--- src/rtl/pit_pkg.sv ---
package pit_pkg;
  localparam int NUM_RATES = 4;
  localparam int RATE_W    = $clog2(NUM_RATES);
  typedef logic [RATE_W-1:0] rate_t;
  localparam rate_t RATE_RESET = '0;
endpackage

--- src/rtl/pit_divider.sv ---
module pit_divider #(
  parameter int CNT_W = 16
) (
  input  logic             clk,
  input  logic             rst,
  output logic [CNT_W-1:0] count_o
);
  logic [CNT_W-1:0] count_q;

  always_ff @(posedge clk) begin
    if (rst) count_q <= '0;
    else     count_q <= count_q + 1'b1;
  end

  assign count_o = count_q;

  // The divider never restarts on a rate change: it only steps by one.
  p_free_run_r7: assert property (@(posedge clk) disable iff (rst)
    !$past(rst) |-> count_q == $past(count_q) + 1'b1);
endmodule

--- src/rtl/pit_tap_select.sv ---
module pit_tap_select
  import pit_pkg::*;
#(
  parameter int BASE_LOG2 = 13,
  parameter int CNT_W     = BASE_LOG2 + NUM_RATES - 1
) (
  input  logic [CNT_W-1:0] count_i,
  input  rate_t            rate_i,
  output logic             tick_o
);
  logic [NUM_RATES-1:0] tap_wrap;

  for (genvar k = 0; k < NUM_RATES; k++) begin : g_tap
    localparam int TAP_W = BASE_LOG2 + k;
    assign tap_wrap[k] = &count_i[TAP_W-1:0];
  end

  assign tick_o = tap_wrap[rate_i];
endmodule

--- src/rtl/pit_flag.sv ---
module pit_flag #(
  parameter int REG_W    = 8,
  parameter int FLAG_BIT = 6
) (
  input  logic             clk,
  input  logic             rst,
  input  logic             tick_i,
  input  logic             wr_i,
  input  logic [REG_W-1:0] wdata_i,
  input  logic             int_en_i,
  output logic             flag_o,
  output logic             irq_o
);
  logic flag_q, irq_q;
  logic clear_req, flag_next;

  assign clear_req = wr_i & wdata_i[FLAG_BIT];
  assign flag_next = tick_i | (flag_q & ~clear_req);

  always_ff @(posedge clk) begin
    if (rst) begin
      flag_q <= 1'b0;
      irq_q  <= 1'b0;
    end else begin
      flag_q <= flag_next;
      irq_q  <= flag_next & int_en_i;
    end
  end

  assign flag_o = flag_q;
  assign irq_o  = irq_q;

  p_set_wins_r6: assert property (@(posedge clk) disable iff (rst)
    tick_i |=> flag_q);
  p_clear_r5: assert property (@(posedge clk) disable iff (rst)
    (clear_req && !tick_i) |=> !flag_q);
  p_sticky_r9: assert property (@(posedge clk) disable iff (rst)
    (flag_q && !clear_req) |=> flag_q);
  p_rise_from_tick_r3: assert property (@(posedge clk) disable iff (rst)
    (!flag_q && !tick_i) |=> !flag_q);
  p_irq_needs_flag_r4: assert property (@(posedge clk) disable iff (rst)
    irq_q |-> flag_q);
  p_irq_enable_r4: assert property (@(posedge clk) disable iff (rst)
    (tick_i && int_en_i) |=> irq_q);
  p_tick_single_r1: assert property (@(posedge clk) disable iff (rst)
    tick_i |=> !tick_i);
endmodule

--- src/rtl/pit_timer.sv ---
module pit_timer
  import pit_pkg::*;
#(
  parameter int BASE_LOG2 = 13,
  parameter int REG_W     = 8,
  parameter int FLAG_BIT  = 6
) (
  input  logic             clk,
  input  logic             rst,
  input  logic [1:0]       rate_sel,
  input  logic             int_en,
  input  logic             flag_wr,
  input  logic [REG_W-1:0] flag_wdata,
  output logic             flag_o,
  output logic             irq_o
);
  localparam int CNT_W = BASE_LOG2 + NUM_RATES - 1;

  rate_t            rate_q;
  logic [CNT_W-1:0] div_count;
  logic             tick;

  always_ff @(posedge clk) begin
    if (rst) rate_q <= RATE_RESET;
    else     rate_q <= rate_t'(rate_sel);
  end

  p_rate_reset_r8: assert property (@(posedge clk)
    $past(rst) |-> rate_q == RATE_RESET);

  pit_divider #(.CNT_W(CNT_W)) u_div (
    .clk     (clk),
    .rst     (rst),
    .count_o (div_count)
  );

  pit_tap_select #(.BASE_LOG2(BASE_LOG2), .CNT_W(CNT_W)) u_tap (
    .count_i (div_count),
    .rate_i  (rate_q),
    .tick_o  (tick)
  );

  pit_flag #(.REG_W(REG_W), .FLAG_BIT(FLAG_BIT)) u_flag (
    .clk      (clk),
    .rst      (rst),
    .tick_i   (tick),
    .wr_i     (flag_wr),
    .wdata_i  (flag_wdata),
    .int_en_i (int_en),
    .flag_o   (flag_o),
    .irq_o    (irq_o)
  );
endmodule

--- config.mk ---
export PLATFORM = sky130hd
export DESIGN_NAME = pit_timer
export DESIGN_NICKNAME = d
export VERILOG_FILES = /design/src/rtl/pit_pkg.sv /design/src/rtl/pit_divider.sv /design/src/rtl/pit_tap_select.sv /design/src/rtl/pit_flag.sv /design/src/rtl/pit_timer.sv
export SDC_FILE = /design/constraint.sdc
export NUM_CORES = 1
export LEC_CHECK = 0
export BUFFER_PORTS_ARGS = -buffer_cell sky130_fd_sc_hd__buf_4
export CAP_MARGIN = 20
export CELL_PAD_IN_SITES_DETAIL_PLACEMENT = 1
export CELL_PAD_IN_SITES_GLOBAL_PLACEMENT = 1
export CORE_MARGIN = 4
export CORE_UTILIZATION = 35
export CTS_CLUSTER_DIAMETER = 150
export DETAILED_ROUTE_END_ITERATION = 6
export PLACE_DENSITY_LB_ADDON = 0.1
export RECOVER_POWER = 50
export SLEW_MARGIN = 20
export SYNTH_ARGS = -nofsm -noshare
export SYNTH_HDL_FRONTEND = slang
export SYNTH_SLANG_ARGS = --single-unit
--- constraint.sdc ---
create_clock -name clk -period 1.86 [get_ports clk]
set_clock_uncertainty 0.1 [all_clocks]
set_input_delay 0.372 -clock clk [delete_from_list [all_inputs] [get_ports clk]]
set_output_delay 0.372 -clock clk [all_outputs]
set_load 0.02 [all_outputs]
==> qor.yml, run 1 <==
ir_worst_vdd_mv: 0.4654
firstDrtPassIters: 2
grt_busiest_layer: "met2"
worstMarginPinSlew_ns: 0.9748
setup_violations: 0
rsz0062_at_grt: "false"
yosys.area.top_type_share_pct: 46.78
finalCritPeriodShare_pct: 89.20
gr-total-overflow: 0
hpwl_um: 1144
dieHeight_um: 57.45
yosys_register_bits: 20
grtUsageMet3_pct: 2.715
drc: 0
cts_hold_buf: 0
grt_use_met2_pct: 18.87
cap_violations: 0
antenna_found_initial: 0
cts_tree: "done"
cp_data_required_time_ns: 1.92
final_common_cell: "dfxtp_1"
cts_resized: 0
finalWirelength_um: 1581
slew_headroom_pct: 35.01
ys_warn_count: 0
layout_min_cycle_time_ns: 1.659
fmax_mhz: 602.7
path_max_fanout: 5
worstSetupPathType: "reg -> reg"
fin_tns_setup_ns: 0
place_congestion: 0.6879
row_count: 17
synth_nets: 104
grt_use_met1_pct: 14.13
fin_total_pwr_mw: 0.8236
cp.arrival_ns: 1.72
die_x_um: 57.45
clk_pin_slew_ns: 0.11
dp.cells: 125
p_leak_nw: 0.3784
clock_tree.buffer_depth: 2
worstHoldPathType: "in -> reg"
fill_cells: 268
synth_top_cell_by_area: "dfxtp_1"
htreeDepth: 1
final_cells: 129
via_count: 650
synthDistinctLibCells: 24
syn_area_sq_um: 855.8
syn_area_per_cell_sq_um: 9.616
pin_count: 16
grtUsageTotal_pct: 12.02
maxSlewViolCount: 0
final_util_pct: 43.76
coreArea_sq_um: 2276
end_kind: "flip-flop"
wl_per_cell_um: 12.26
yosysSeqAreaShare_pct: 46.78
status: "finished, final reports clean"
postSynthCellCount: 89
grt_pass1_vias: 703
first_iter_violations: 22
drive_gt1_share_pct: 14.85
area_growth_pct: 16.37
start_kind: "flip-flop"
grt_pass1_wl_um: 3049
fin_nets: 117
cts-root-buf: "clkbuf_4"
clock_latency_ns: 0.30
initial_core_util_pct: 37.60
synth_area_leaders: "dfxtp_1, xnor2_1, nor2_1"
diodes: 0
numClockSinks: 20
mostFrequentLayoutCells: "dfxtp_1, nor2_1, nor2b_1, xnor2_1, buf_4"
io_buffers: 8
viasPerCell: 5.039
cts_buffers: 3
ant_nets: 0
post-cts-setup-buffers: 0
die_area_sq_um: 3301
finalHoldViolCount: 0
power_density_nw_per_um2: 826.9
grt_max_degree: 23
[cell type report]
type	count	area [sq um]	share of cell area, %
clock buffer	3	22.52	2.261
clock inverter	1	30.03	3.015
inverter	4	15.01	1.508
multi-input combinational	63	432.9	43.47
sequential	20	400.4	40.20
tap	28	35.03	3.518
timing repair buffer	10	60.06	6.030
[power breakdown]
group          switching, mW  internal (mW)
clock                  0.135          0.218
combinational         0.0147         0.0151
sequential           0.00522          0.436
total                  0.155          0.669
[worst paths after layout]
check,startpoint,endpoint,slack [ns],cells past startpoint
worst max register to register,u_div.count_o[0]$_SDFF_PP0_,u_div.count_o[14]$_SDFF_PP0_,0.20,5
worst min-delay path,int_en,u_flag.irq_o$_SDFF_PP0_,0.16,2
worst min register to register,u_div.count_o[0]$_SDFF_PP0_,u_div.count_o[0]$_SDFF_PP0_,0.35,1
worst max-delay path,u_div.count_o[0]$_SDFF_PP0_,u_div.count_o[14]$_SDFF_PP0_,0.20,5
[cell families (layout without fill, tap and decap cells)]
kind of cell,count (synthesis),count (layout),share of synthesized area [%]
and+or+nand+nor,41,41,29.82
AOI/OAI and AO/OA,10,10,7.456
muxes,2,2,2.631
buffers and inverters,6,18,2.631
adders and majority gates,1,1,1.462
xor gates and xnor gates,9,9,9.211
DFF,20,20,46.78
[synth_stat cells]
master	instances
nand3_1	4
nor2_1	13
nor3_1	4
a21oi_1	3
nand4_4	2
a31o_2	1
or3_1	2
ha_1	1
xnor2_1	7
xor2_1	2
dfxtp_1	20
nor4_2	1
nor2b_1	7
nor4_4	1
nand2_1	4
a211oi_1	1
a41o_1	1
inv_1	4
o21bai_1	1
clkbuf_1	2
and2_1	1
mux2_1	2
o21ai_0	3
nand4_1	2
[state kept, by name (all words and copies together), names as in the netlist]
| signal | cells |
|---|---|
| u_div.count_o | 16 |
| rate_q | 2 |
| u_flag.flag_o | 1 |
| u_flag.irq_o | 1 |
[critical path, stage by stage, from the launching register on]
cell	delay, ns
dfxtp_1	0.37
ha_1	0.21
nand2_1	0.19
nor4_4	0.40
a31o_2	0.20
a21oi_1	0.05
[layer usage]
layer | vias up | share of wire (%)
met5 | - | 0
met1 | 311 | 43
met4 | 0 | 3.7
met2 | 9 | 49
li1 | 325 | -
met3 | 5 | 4.6
[stage by stage]
step	setup slack (ns)	hold slack, ns	cell area, sq um
after CTS	0.1526	0.1448	1011
final	0.2009	0.1617	996.0
after detailed placement	0.2008	0.3367	958.4
after global placement	0.2403	0.3294	958.4
after floorplan	0.3355	0.3175	855.8
after global routing	0.01265	0.1365	996.0
Note: power is estimated with default switching activity, not from simulation.
==> inputs of run 2 (changes only) <==
Settings changed: PLACE_DENSITY from default to 0.79, PLACE_DENSITY_LB_ADDON 0.1 to default.
Clock period 1.86 ns to 1.6 ns, I/O delays scaled along.
==> run 2 against run 1 <==
  * Critical path depth stayed put
  * Fmax is 9.7% higher
  * Sequential power is 16% higher
  * Clock power is 36% lower
  * Power is 5.7% lower
  * Critical path type unchanged
  * Highest routed layer unchanged
==> qor.yml, run 2 (synthesis gave the netlist of run 1 again) <==
rsz0062_at_grt: "true"
start_kind: "flip-flop"
hpwl_um: 1294  # +13%
grt_pass1_wl_um: 3063  # +0.46%
clock_latency_ns: 0.29  # about the same
cp.depth: 5  # unchanged
drive_gt1_share_pct: 34.91  # +20 points
finalCritPeriodShare_pct: 94.50  # +5.3 points
via_count: 669  # +2.9%
layout_min_cycle_time_ns: 1.512  # -0.1471 ns
worstHoldPathType: "in -> reg"
ir_worst_vdd_mv: 0.4707  # +1.1%
antenna_found_initial: 0  # unchanged
r2r-start: "u_div.count_o[9]$_SDFF_PP0_"
cp_top_family: "simple AND/OR/NAND/NOR gates"
coreArea_sq_um: 2276  # unchanged
gr-total-overflow: 0  # unchanged
wl_per_cell_um: 12.54  # +2.4%
status: "finished, final reports clean"
pin_count: 16  # unchanged
power_density_nw_per_um2: 729.0  # -12%
cap_violations: 0  # unchanged
cts-root-buf: "clkbuf_4"
place_ws_ns: 0.03771  # -0.1631 ns
area_growth_pct: 24.42
hold_ws_ns: 0.1333  # -0.02837 ns
row_count: 17  # unchanged
cts_buffers: 3  # unchanged
grtUsageTotal_pct: 11.76  # -0.26 points
holdPathStages: 2  # unchanged
grt_pass1_vias: 713  # +1.4%
die_x_um: 57.45  # unchanged
worstRegToRegCells: 5  # unchanged
first_iter_violations: 11  # -50%
finalHoldViolCount: 0  # unchanged
fmax_mhz: 661.4  # +9.7%
fin_nets: 123  # +5.1%
finalWirelength_um: 1681  # +6.3%
grt_max_degree: 23  # unchanged
setup_violations: 0  # unchanged
io_buffers: 8  # unchanged
cp_data_required_time_ns: 1.74  # -0.18 ns
path_cells: "nand4_4 -> buf_6 -> nor4_4 -> a41o_1 -> and2_1"
diodes: 0  # unchanged
initial_core_util_pct: 37.60  # unchanged
firstDrtPassIters: 4  # +2
seq_area_sq_um: 415.4  # +3.7%
maxSlewViolCount: 0  # unchanged
viasPerCell: 4.993  # -0.92%
final_common_cell: "buf_4"
setup_slack_ns: 0.08794  # -0.1129 ns
place_congestion: 0.6964  # +1.2%
clock_tree.buffer_depth: 2  # unchanged
critPathBufInv: 1  # +1
numClockSinks: 20  # unchanged
min_from: "int_en"
ant_nets: 0  # unchanged
min_to: "u_flag.irq_o$_SDFF_PP0_"
worstSetupPathType: "reg -> reg"
largest_reg_flops: 16  # unchanged
worstMarginPinSlew_ns: 0.3322  # -0.6425 ns
cp.arrival_ns: 1.65  # -0.07 ns
cts_resized: 0  # unchanged
multi_input_area_sq_um: 452.9  # +4.6%
cp_slowest_cell: "dfxtp_4"
path_max_fanout: 4  # -1
slowest_delay_ns: 0.39  # about the same
dieHeight_um: 57.45  # unchanged
drc: 0  # unchanged
clk_pin_slew_ns: 0.11  # about the same
r2r_slack_ns: 0.09  # -0.11 ns
fin_total_pwr_mw: 0.7762  # -5.7%
cts_tree: "done"
fill_cells: 272  # +1.5%
end_kind: "flip-flop"
p_leak_nw: 0.4342  # +15%
htreeDepth: 1  # unchanged
cts_hold_buf: 0  # unchanged
die_area_sq_um: 3301  # unchanged
r2r_end: "u_flag.irq_o$_SDFF_PP0_"
post-cts-setup-buffers: 0  # unchanged
mostFrequentLayoutCells: "buf_4, nor2_1, dfxtp_1, dfxtp_2"
slew_headroom_pct: 77.68  # +43 points
-- run 2: cell types whose count changed in the layout (fill, tap and decap cells not counted), moves of 4 or more --
cell      change
dfxtp_1      -10
dfxtp_2       +9
buf_4         +9
clkbuf_1      -4
-- run 2: final cells by class --
| type | count | area share, % |
|---|---|---|
| clock buffer | 3 | 2.115 |
| inverter | 4 | 1.410 |
| multi-input combinational | 63 | 42.54 |
| sequential | 20 | 39.01 |
| tap | 28 | 3.290 |
| timing repair buffer | 16 | 11.63 |
-- run 2: stage by stage --
stage / std cells / utilization [%] / area [sq um] / setup TNS, ns
after global placement: 131 / 44.09 / 1003 / 0
after CTS: 134 / 45.08 / 1026 / 0
after floorplan: 89 / - / 855.8 / 0
after detailed placement: 131 / 44.09 / 1003 / 0
final: 134 / 46.78 / 1065 / 0
after global routing: 134 / 46.78 / 1065 / -0.01185
-- run 2: worst max-delay path by stage --
stage,slack [ns],start,endpoint
2_1_floorplan,0.08,u_div.count_o[3]$_SDFF_PP0_,u_div.count_o[15]$_SDFF_PP0_
3_3_place_gp,0.06,u_div.count_o[0]$_SDFF_PP0_,u_flag.irq_o$_SDFF_PP0_
5_1_grt,-0.01,u_div.count_o[9]$_SDFF_PP0_,u_div.count_o[15]$_SDFF_PP0_
4_1_cts,0.01,u_div.count_o[0]$_SDFF_PP0_,u_flag.irq_o$_SDFF_PP0_
6_report,0.09,u_div.count_o[9]$_SDFF_PP0_,u_flag.irq_o$_SDFF_PP0_
3_5_place_dp,0.04,u_div.count_o[0]$_SDFF_PP0_,u_flag.irq_o$_SDFF_PP0_
-- run 2: worst reg2reg max path, delay by kind of cell, from the launching register on --
| kind | cells | cell delay [ns] |
|---|---|---|
| compound gates | 1 | 0.22 |
| flops | 1 | 0.39 |
| buf+inv | 1 | 0.15 |
| simple gates | 3 | 0.60 |
-- run 2: power breakdown --
part	leakage (nW)	switching [mW]	internal, mW	total, mW
sequential	0.167	0.00630	0.506	0.512
clock	0.0138	0.140	0.0874	0.227
combinational	0.253	0.0176	0.0196	0.0372
total	0.434	0.164	0.613	0.776
-- run 2: per-layer routing --
layer | vias to the layer above | wire length [um] | track usage (%)
met3 | 2 | 68 | 3.167
met2 | 9 | 899 | 22.10
met5 | - | 0 | 0
met4 | 0 | 10 | 3.974
li1 | 335 | - | -
met1 | 323 | 703 | 12.43
